[config.mk]
export PLATFORM = sky130hd
export DESIGN_NAME = irq_cascade_ctrl
export DESIGN_NICKNAME = d
export VERILOG_FILES = /design/src/rtl/irq_cascade_pkg.sv /design/src/rtl/irq_edge_sync.sv /design/src/rtl/irq_prio_unit.sv /design/src/rtl/irq_cascade_ctrl.sv
export SDC_FILE = /design/constraint.sdc
export NUM_CORES = 1
export LEC_CHECK = 0
export ABC_AREA = 1
export BUFFER_PORTS_ARGS = -buffer_cell sky130_fd_sc_hd__buf_2
export CORE_MARGIN = 1.5
export CORE_UTILIZATION = 52
export CTS_CLUSTER_SIZE = 30
export DETAILED_ROUTE_END_ITERATION = 10
export PLACE_DENSITY = 0.79
export SETUP_SLACK_MARGIN = 0.2
export SYNTH_ARGS = -nofsm -noshare
export SYNTH_HDL_FRONTEND = slang
export SYNTH_SLANG_ARGS = --single-unit
export TNS_END_PERCENT = 1
[constraint.sdc]
create_clock -name clk_i -period 2.8 [get_ports clk_i]
set_input_delay 0.56 -clock clk_i [delete_from_list [all_inputs] [get_ports clk_i]]
set_output_delay 0.56 -clock clk_i [all_outputs]
set_load 0.01 [all_outputs]
[src/rtl/irq_cascade_pkg.sv]
package irq_cascade_pkg;
  localparam int CTRL_LINES = 8;
  localparam int NUM_CTRL   = 2;
  localparam int TOT_LINES  = CTRL_LINES * NUM_CTRL;
  localparam int IDX_W      = $clog2(CTRL_LINES);
  localparam int BASE_W     = 8 - IDX_W;
  localparam int VEC_W      = BASE_W + IDX_W;
  localparam int ENTRY_SH   = 2;
  localparam int ADDR_W     = VEC_W + ENTRY_SH;
  localparam int CASC_LINE  = 2;

  typedef struct packed {
    logic             any;
    logic [IDX_W-1:0] idx;
  } prio_pick_t;

  // lowest index set wins
  function automatic prio_pick_t pick_lowest(input logic [CTRL_LINES-1:0] v);
    prio_pick_t p;
    p = '0;
    for (int i = CTRL_LINES - 1; i >= 0; i--) begin
      if (v[i]) begin
        p.any = 1'b1;
        p.idx = IDX_W'(i);
      end
    end
    return p;
  endfunction
endpackage

[src/rtl/irq_edge_sync.sv]
module irq_edge_sync #(
  parameter int WIDTH = 16
) (
  input  logic             clk_i,
  input  logic             rst_ni,
  input  logic [WIDTH-1:0] lines_i,
  output logic [WIDTH-1:0] rise_o
);
  logic [WIDTH-1:0] s1_q, s2_q, s3_q;

  always_ff @(posedge clk_i or negedge rst_ni) begin
    if (!rst_ni) begin
      s1_q <= '0;
      s2_q <= '0;
      s3_q <= '0;
    end else begin
      s1_q <= lines_i;
      s2_q <= s1_q;
      s3_q <= s2_q;
    end
  end

  assign rise_o = s2_q & ~s3_q;
endmodule

[src/rtl/irq_prio_unit.sv]
module irq_prio_unit
  import irq_cascade_pkg::*;
#(
  parameter bit                CASC_EN  = 1'b0,
  parameter int                CASC_IDX = CASC_LINE,
  parameter logic [BASE_W-1:0] BASE_RST = '0
) (
  input  logic                  clk_i,
  input  logic                  rst_ni,
  input  logic [CTRL_LINES-1:0] rise_i,
  input  logic                  casc_req_i,
  input  logic                  mask_we_i,
  input  logic                  base_we_i,
  input  logic [7:0]            cfg_data_i,
  input  logic                  ack_i,
  input  logic                  eoi_i,
  output logic                  req_o,
  output logic [IDX_W-1:0]      win_idx_o,
  output logic [BASE_W-1:0]     base_o,
  output logic [IDX_W-1:0]      isr_top_o
);
  logic [CTRL_LINES-1:0] irr_q, isr_q, imr_q;
  logic [CTRL_LINES-1:0] req_vec;
  logic [BASE_W-1:0]     base_q;
  prio_pick_t            win, top;

  generate
    if (CASC_EN) begin : g_casc
      always_comb begin
        req_vec           = irr_q;
        req_vec[CASC_IDX] = casc_req_i;
      end
    end else begin : g_plain
      logic unused_casc;
      assign unused_casc = casc_req_i;
      assign req_vec     = irr_q;
    end
  endgenerate

  always_comb begin
    win = pick_lowest(req_vec & ~imr_q);
    top = pick_lowest(isr_q);
  end

  // forward only above every in-service level
  assign req_o     = win.any && (!top.any || (win.idx < top.idx));
  assign win_idx_o = win.idx;
  assign isr_top_o = top.idx;
  assign base_o    = base_q;

  always_ff @(posedge clk_i or negedge rst_ni) begin
    if (!rst_ni) begin
      irr_q  <= '0;
      isr_q  <= '0;
      imr_q  <= '0;
      base_q <= BASE_RST;
    end else begin
      for (int i = 0; i < CTRL_LINES; i++) begin
        if (rise_i[i]) irr_q[i] <= 1'b1;
        else if (ack_i && (win.idx == IDX_W'(i))) irr_q[i] <= 1'b0;
        if (ack_i && (win.idx == IDX_W'(i))) isr_q[i] <= 1'b1;
        else if (eoi_i && top.any && (top.idx == IDX_W'(i))) isr_q[i] <= 1'b0;
      end
      if (mask_we_i) imr_q  <= cfg_data_i;
      if (base_we_i) base_q <= cfg_data_i[BASE_W-1:0];
    end
  end
endmodule

[src/rtl/irq_cascade_ctrl.sv]
module irq_cascade_ctrl
  import irq_cascade_pkg::*;
#(
  parameter logic [BASE_W-1:0] MST_BASE_RST = 5'h01,
  parameter logic [BASE_W-1:0] SLV_BASE_RST = 5'h0E
) (
  input  logic                 clk_i,
  input  logic                 rst_ni,
  input  logic [TOT_LINES-1:0] irq_lines_i,
  input  logic                 cpu_int_en_i,
  input  logic                 inta_i,
  input  logic                 eoi_i,
  input  logic [NUM_CTRL-1:0]  mask_we_i,
  input  logic [NUM_CTRL-1:0]  base_we_i,
  input  logic [7:0]           cfg_data_i,
  output logic                 int_o,
  output logic                 vec_valid_o,
  output logic [VEC_W-1:0]     vec_num_o,
  output logic [ADDR_W-1:0]    vec_addr_o
);
  logic [TOT_LINES-1:0]  rise;
  logic [CTRL_LINES-1:0] mst_rise;
  logic                  line2_unused;
  logic                  mst_req, slv_req, ack, mst_ack, slv_ack, slv_eoi;
  logic [IDX_W-1:0]      mst_win, slv_win, mst_top, slv_top_unused;
  logic [BASE_W-1:0]     mst_base, slv_base;
  logic [VEC_W-1:0]      num_d;
  logic                  via_slave;
  logic                  valid_q;
  logic [VEC_W-1:0]      num_q;
  logic [ADDR_W-1:0]     addr_q;

  irq_edge_sync #(.WIDTH(TOT_LINES)) i_sync (
    .clk_i   (clk_i),
    .rst_ni  (rst_ni),
    .lines_i (irq_lines_i),
    .rise_o  (rise)
  );

  // cascade input replaces line 2
  always_comb begin
    mst_rise            = rise[CTRL_LINES-1:0];
    mst_rise[CASC_LINE] = 1'b0;
  end
  assign line2_unused = rise[CASC_LINE];

  assign int_o     = cpu_int_en_i && mst_req;
  assign ack       = inta_i && int_o;
  assign via_slave = (mst_win == IDX_W'(CASC_LINE));
  assign mst_ack   = ack;
  assign slv_ack   = ack && via_slave;
  assign slv_eoi   = eoi_i && (mst_top == IDX_W'(CASC_LINE));

  irq_prio_unit #(
    .CASC_EN  (1'b1),
    .CASC_IDX (CASC_LINE),
    .BASE_RST (MST_BASE_RST)
  ) i_mst (
    .clk_i      (clk_i),
    .rst_ni     (rst_ni),
    .rise_i     (mst_rise),
    .casc_req_i (slv_req),
    .mask_we_i  (mask_we_i[0]),
    .base_we_i  (base_we_i[0]),
    .cfg_data_i (cfg_data_i),
    .ack_i      (mst_ack),
    .eoi_i      (eoi_i),
    .req_o      (mst_req),
    .win_idx_o  (mst_win),
    .base_o     (mst_base),
    .isr_top_o  (mst_top)
  );

  irq_prio_unit #(
    .CASC_EN  (1'b0),
    .CASC_IDX (CASC_LINE),
    .BASE_RST (SLV_BASE_RST)
  ) i_slv (
    .clk_i      (clk_i),
    .rst_ni     (rst_ni),
    .rise_i     (rise[TOT_LINES-1:CTRL_LINES]),
    .casc_req_i (1'b0),
    .mask_we_i  (mask_we_i[1]),
    .base_we_i  (base_we_i[1]),
    .cfg_data_i (cfg_data_i),
    .ack_i      (slv_ack),
    .eoi_i      (slv_eoi),
    .req_o      (slv_req),
    .win_idx_o  (slv_win),
    .base_o     (slv_base),
    .isr_top_o  (slv_top_unused)
  );

  assign num_d = via_slave ? {slv_base, slv_win} : {mst_base, mst_win};

  always_ff @(posedge clk_i or negedge rst_ni) begin
    if (!rst_ni) begin
      valid_q <= 1'b0;
      num_q   <= '0;
      addr_q  <= '0;
    end else begin
      valid_q <= ack;
      if (ack) begin
        num_q  <= num_d;
        addr_q <= {num_d, {ENTRY_SH{1'b0}}};
      end
    end
  end

  assign vec_valid_o = valid_q;
  assign vec_num_o   = num_q;
  assign vec_addr_o  = addr_q;
endmodule

==> results.txt <==
Violation count after the first detailed-route iteration: 141
Worst endpoint data arrival time: 2.94 ns
Area of combinational cells with multiple inputs: 0.001574 mm^2
Fraction of synthesis flops using an asynchronous set or reset pin: 1.000
Final max-slew violation count: 0
Area after DPL: 0.005170 mm^2
Count of inserted antenna diode cells: 0
Crit-path most repeated cell: sky130_fd_sc_hd__nand2_1
Power per unit of standard cell area: 875.8 mW/mm^2
Number of maximum-capacitance violations: 0
Residual DRC: 0
Share of synthesized cell area in and, or, nand and nor gates: 0.1976
Average instance area after synthesis: 9.403 um^2
Non-Filler Cell Area, Final: 0.005555 mm^2
Final estimated routing congestion in global placement: 0.8963
Dominant combinational cell family by area after synthesis: simple AND/OR/NAND/NOR gates
CTS clock-pin slew for the worst setup and hold paths: 0.11 ns
Largest net degree at the start of global routing: 63
Commonest non-fill, non-tap cells in the layout: 136 x sky130_fd_sc_hd__nand2_1, 106 x sky130_fd_sc_hd__dfrtp_1, 68 x sky130_fd_sc_hd__inv_1, 48 x sky130_fd_sc_hd__buf_2, 40 x sky130_fd_sc_hd__buf_4
Critical path class: reg2out
Shortest period the worst path allows: 3.505 ns
Buf/Inv on CP: 6
Hold Vio Cnt, Final: 0
EDFF count, synth: 0
Layout overhead on the synthesized area: 20.82%
Site row count: 34
Num CTS Buffers: 9
Data required time at the worst endpoint: 2.24 ns
Peak clock frequency supported by timing: 285.3 MHz
Adder and majority cell fraction of the synthesized area: 0.008163
Cell accounting for the most synthesized area: sky130_fd_sc_hd__dfrtp_1
Setup Viol. Count Final: 39
Via count of the routed design: 3407
Filler instances: 700
Clock tree from TritonCTS: yes
Clock sink count: 111
Source-to-sink clock delay at the later pin of the worst-skew pair: 0.39 ns
Antenna-violating nets left: 0
Summed negative setup slack over all endpoints: -6.510 ns
Gate count after technology mapping: 489
Commonest non-fill, non-tap cell in the layout: sky130_fd_sc_hd__nand2_1
Number of standard cells in the final layout excluding fillers: 688
Vias in the first global route: 3440
Net count reported at finish: 611
Sequential element share of the synthesized area: 0.6052
Top delay family on crit path: simple AND/OR/NAND/NOR gates
RSZ-0062 raised after global routing: yes
Failing checks: negative setup slack
Area share of the largest cell type after synthesis: 0.5823
I/O pin count: 53
Most instantiated flip-flop cell in the synthesis netlist: sky130_fd_sc_hd__dfrtp_1
Type of the tightest min-delay check: in2async
Endpoint of the worst register-to-register path: i_slv.irr_q[0]$_DFFE_PN0P_
Maximum buffer depth of the clock tree: 2
Highest fanout seen on the critical path: 4
Syn. warnings: 0
Worst setup slack before clock tree synthesis: -0.2798 ns
Largest incremental delay on the critical path: 0.40 ns
# port buffers: 49
Clock Skew: 0.01310 ns
Slew margin rel.: 0.5905
Actual slew at the worst max-slew pin: 0.6095 ns
Cell at the slowest stage of the critical path: sky130_fd_sc_hd__dfrtp_1
Ratio of cells with drive above 1 in the final layout: 0.2879
Flop2flop setup slack: -0.25 ns
Detailed Place HPWL: 6607 um
Peak ir drop on the vdd network: 0.4210 mV
Avg Vias per Cell: 4.952
Root buf cell: sky130_fd_sc_hd__clkbuf_8
Placed instance count: 667
Post-synthesis mux area share: 0.01714
Register cell area after layout: 0.002784 mm^2
Wire length per cell: 13.28 um
H-tree depth: 3
Wire length of the first global-routing pass: 15740 um
Depth of the most critical reg-to-reg path: 22
X dimension of the die: 97.04 um
Remaining global-route overflow: 0
Starting utilization of the core area: 0.5325
Crit-path cells: inv_2 > nand2_4 > buf_4 > a31oi_4 > inv_1 > ha_1 > nand2_1 > inv_1 > nand2_1 > nand2_1 > nand2_1 > nand2_2 > nand3_4 > nor2_4 > ha_4 > a21boi_2 > nand2_1 > nand2_2 > nand2_4 > nand2_2 > inv_1 > buf_2
Startpoint kind of the worst setup timing path: flop
Die footprint: 0.009416 mm^2
Synth area leaders: sky130_fd_sc_hd__dfrtp_1 58%, sky130_fd_sc_hd__nand2_1 12%, sky130_fd_sc_hd__inv_1 6.0%
Critical register-to-register path startpoint: i_slv.isr_q[0]$_DFFE_PN0P_
Outcome: finished, violations left
Synth cell types: 40
Core area: 0.008636 mm^2
Type of destination of the critical path: primary output
Share of the cycle needed by the critical path after routing: 1.252
Leakage power summed over all cells: 2.843 nW
Total Wirelength: 9137 um
Post-Synthesis Cell Area: 0.004598 mm^2
Share of the synthesized area in compound gates (AO/OA/AOI/OAI): 0.08435
Register bit total from synthesis: 111
Die height: 97.04 um
Number of antenna violations at the first check in global routing: 0
DRT Pass-1 Iters: 7
Setup slack of the critical path after layout: -0.7048 ns
Synth Area in XOR/XNOR: 0
Total routing resource utilization after global routing: 0.2122
[what timing repair did]
item / 4_1_cts / 5_1_grt
setup buffers: 2 / 3
hold buffers: 0 / 0
setup endpoints to repair: 41 / 41
pin swaps: 6 / 17
resized for setup: 18 / 22
[cells in the mapped netlist, drive strengths merged, types with 4 or more instances]
master and n:
nand3 10, nor3 10, o21ai 41, mux2 7, o21bai 4, nor2 26
dfrtp 107, a21oi 7, inv 76, dfstp 4, buf 13, nand2 155
o211ai 5
[per-stage QoR]
step | total power [mW] | hold slack [ns] | utilization
floorplan | 3.095 | 0.2644 | -
global placement | 3.623 | 0.3326 | 0.5987
detailed placement | 3.697 | 0.3347 | 0.5987
CTS | 4.755 | 0.07893 | 0.6310
global route | 5.188 | 0.08996 | 0.6433
finish | 4.866 | 0.08521 | 0.6433
[registers in the layout, summed over array words and instances, names as in the netlist, 5 cells and up]
register      flops
i_sync.s3_q      15
i_mst.base_o      5
i_slv.imr_q       8
i_mst.isr_q       8
i_mst.imr_q       8
i_sync.s1_q      15
i_slv.irr_q       8
i_mst.irr_q       7
i_slv.isr_q       8
i_sync.s2_q      15
i_slv.base_o      5
vec_num_o         8
[metal layers]
metal  up-vias  share of wire  GRT usage
met1      1596           0.41     0.2669
met5         -              0          0
met4         0          0.021    0.08696
met3        24          0.049    0.05202
met2        95           0.52     0.3523
li1       1692              -          -
[how the worst max path moves through the flow]
stage                                           from  endpoint  slack [ns]  cells past startpoint
after floorplan           i_slv.isr_q[1]$_DFFE_PN0P_     int_o       -0.19                     20
after global placement    i_slv.isr_q[7]$_DFFE_PN0P_     int_o       -0.20                     22
after detailed placement  i_slv.isr_q[7]$_DFFE_PN0P_     int_o       -0.28                     22
after CTS                 i_slv.isr_q[6]$_DFFE_PN0P_     int_o       -0.67                     22
after global routing      i_slv.isr_q[0]$_DFFE_PN0P_     int_o       -0.86                     22
final                     i_slv.isr_q[0]$_DFFE_PN0P_     int_o       -0.70                     22
[layout make-up]
cell class,count,area share
clock buffers,9,0.02230
clock inverters,7,0.01261
inverters,77,0.05338
multi-input cells,286,0.2833
flip-flops and latches,111,0.5011
well taps,108,0.02432
repair buffers,90,0.1029
[cells by family (layout without fill, tap and decap cells)]
family,after synthesis,in the layout
buffers and inverters,93,183
DFF,111,111
adders and majority gates,3,3
AOI/OAI and AO/OA,66,66
and+or+nand+nor,208,208
muxes,7,7
other,1,2
[power breakdown]
| part | internal (mW) | switching [mW] |
|---|---|---|
| logic | 0.829 | 1.11 |
| clock network | 0.353 | 0.577 |
| registers | 1.83 | 0.164 |
| total | 3.02 | 1.85 |
(Power assumes the default switching activity.)
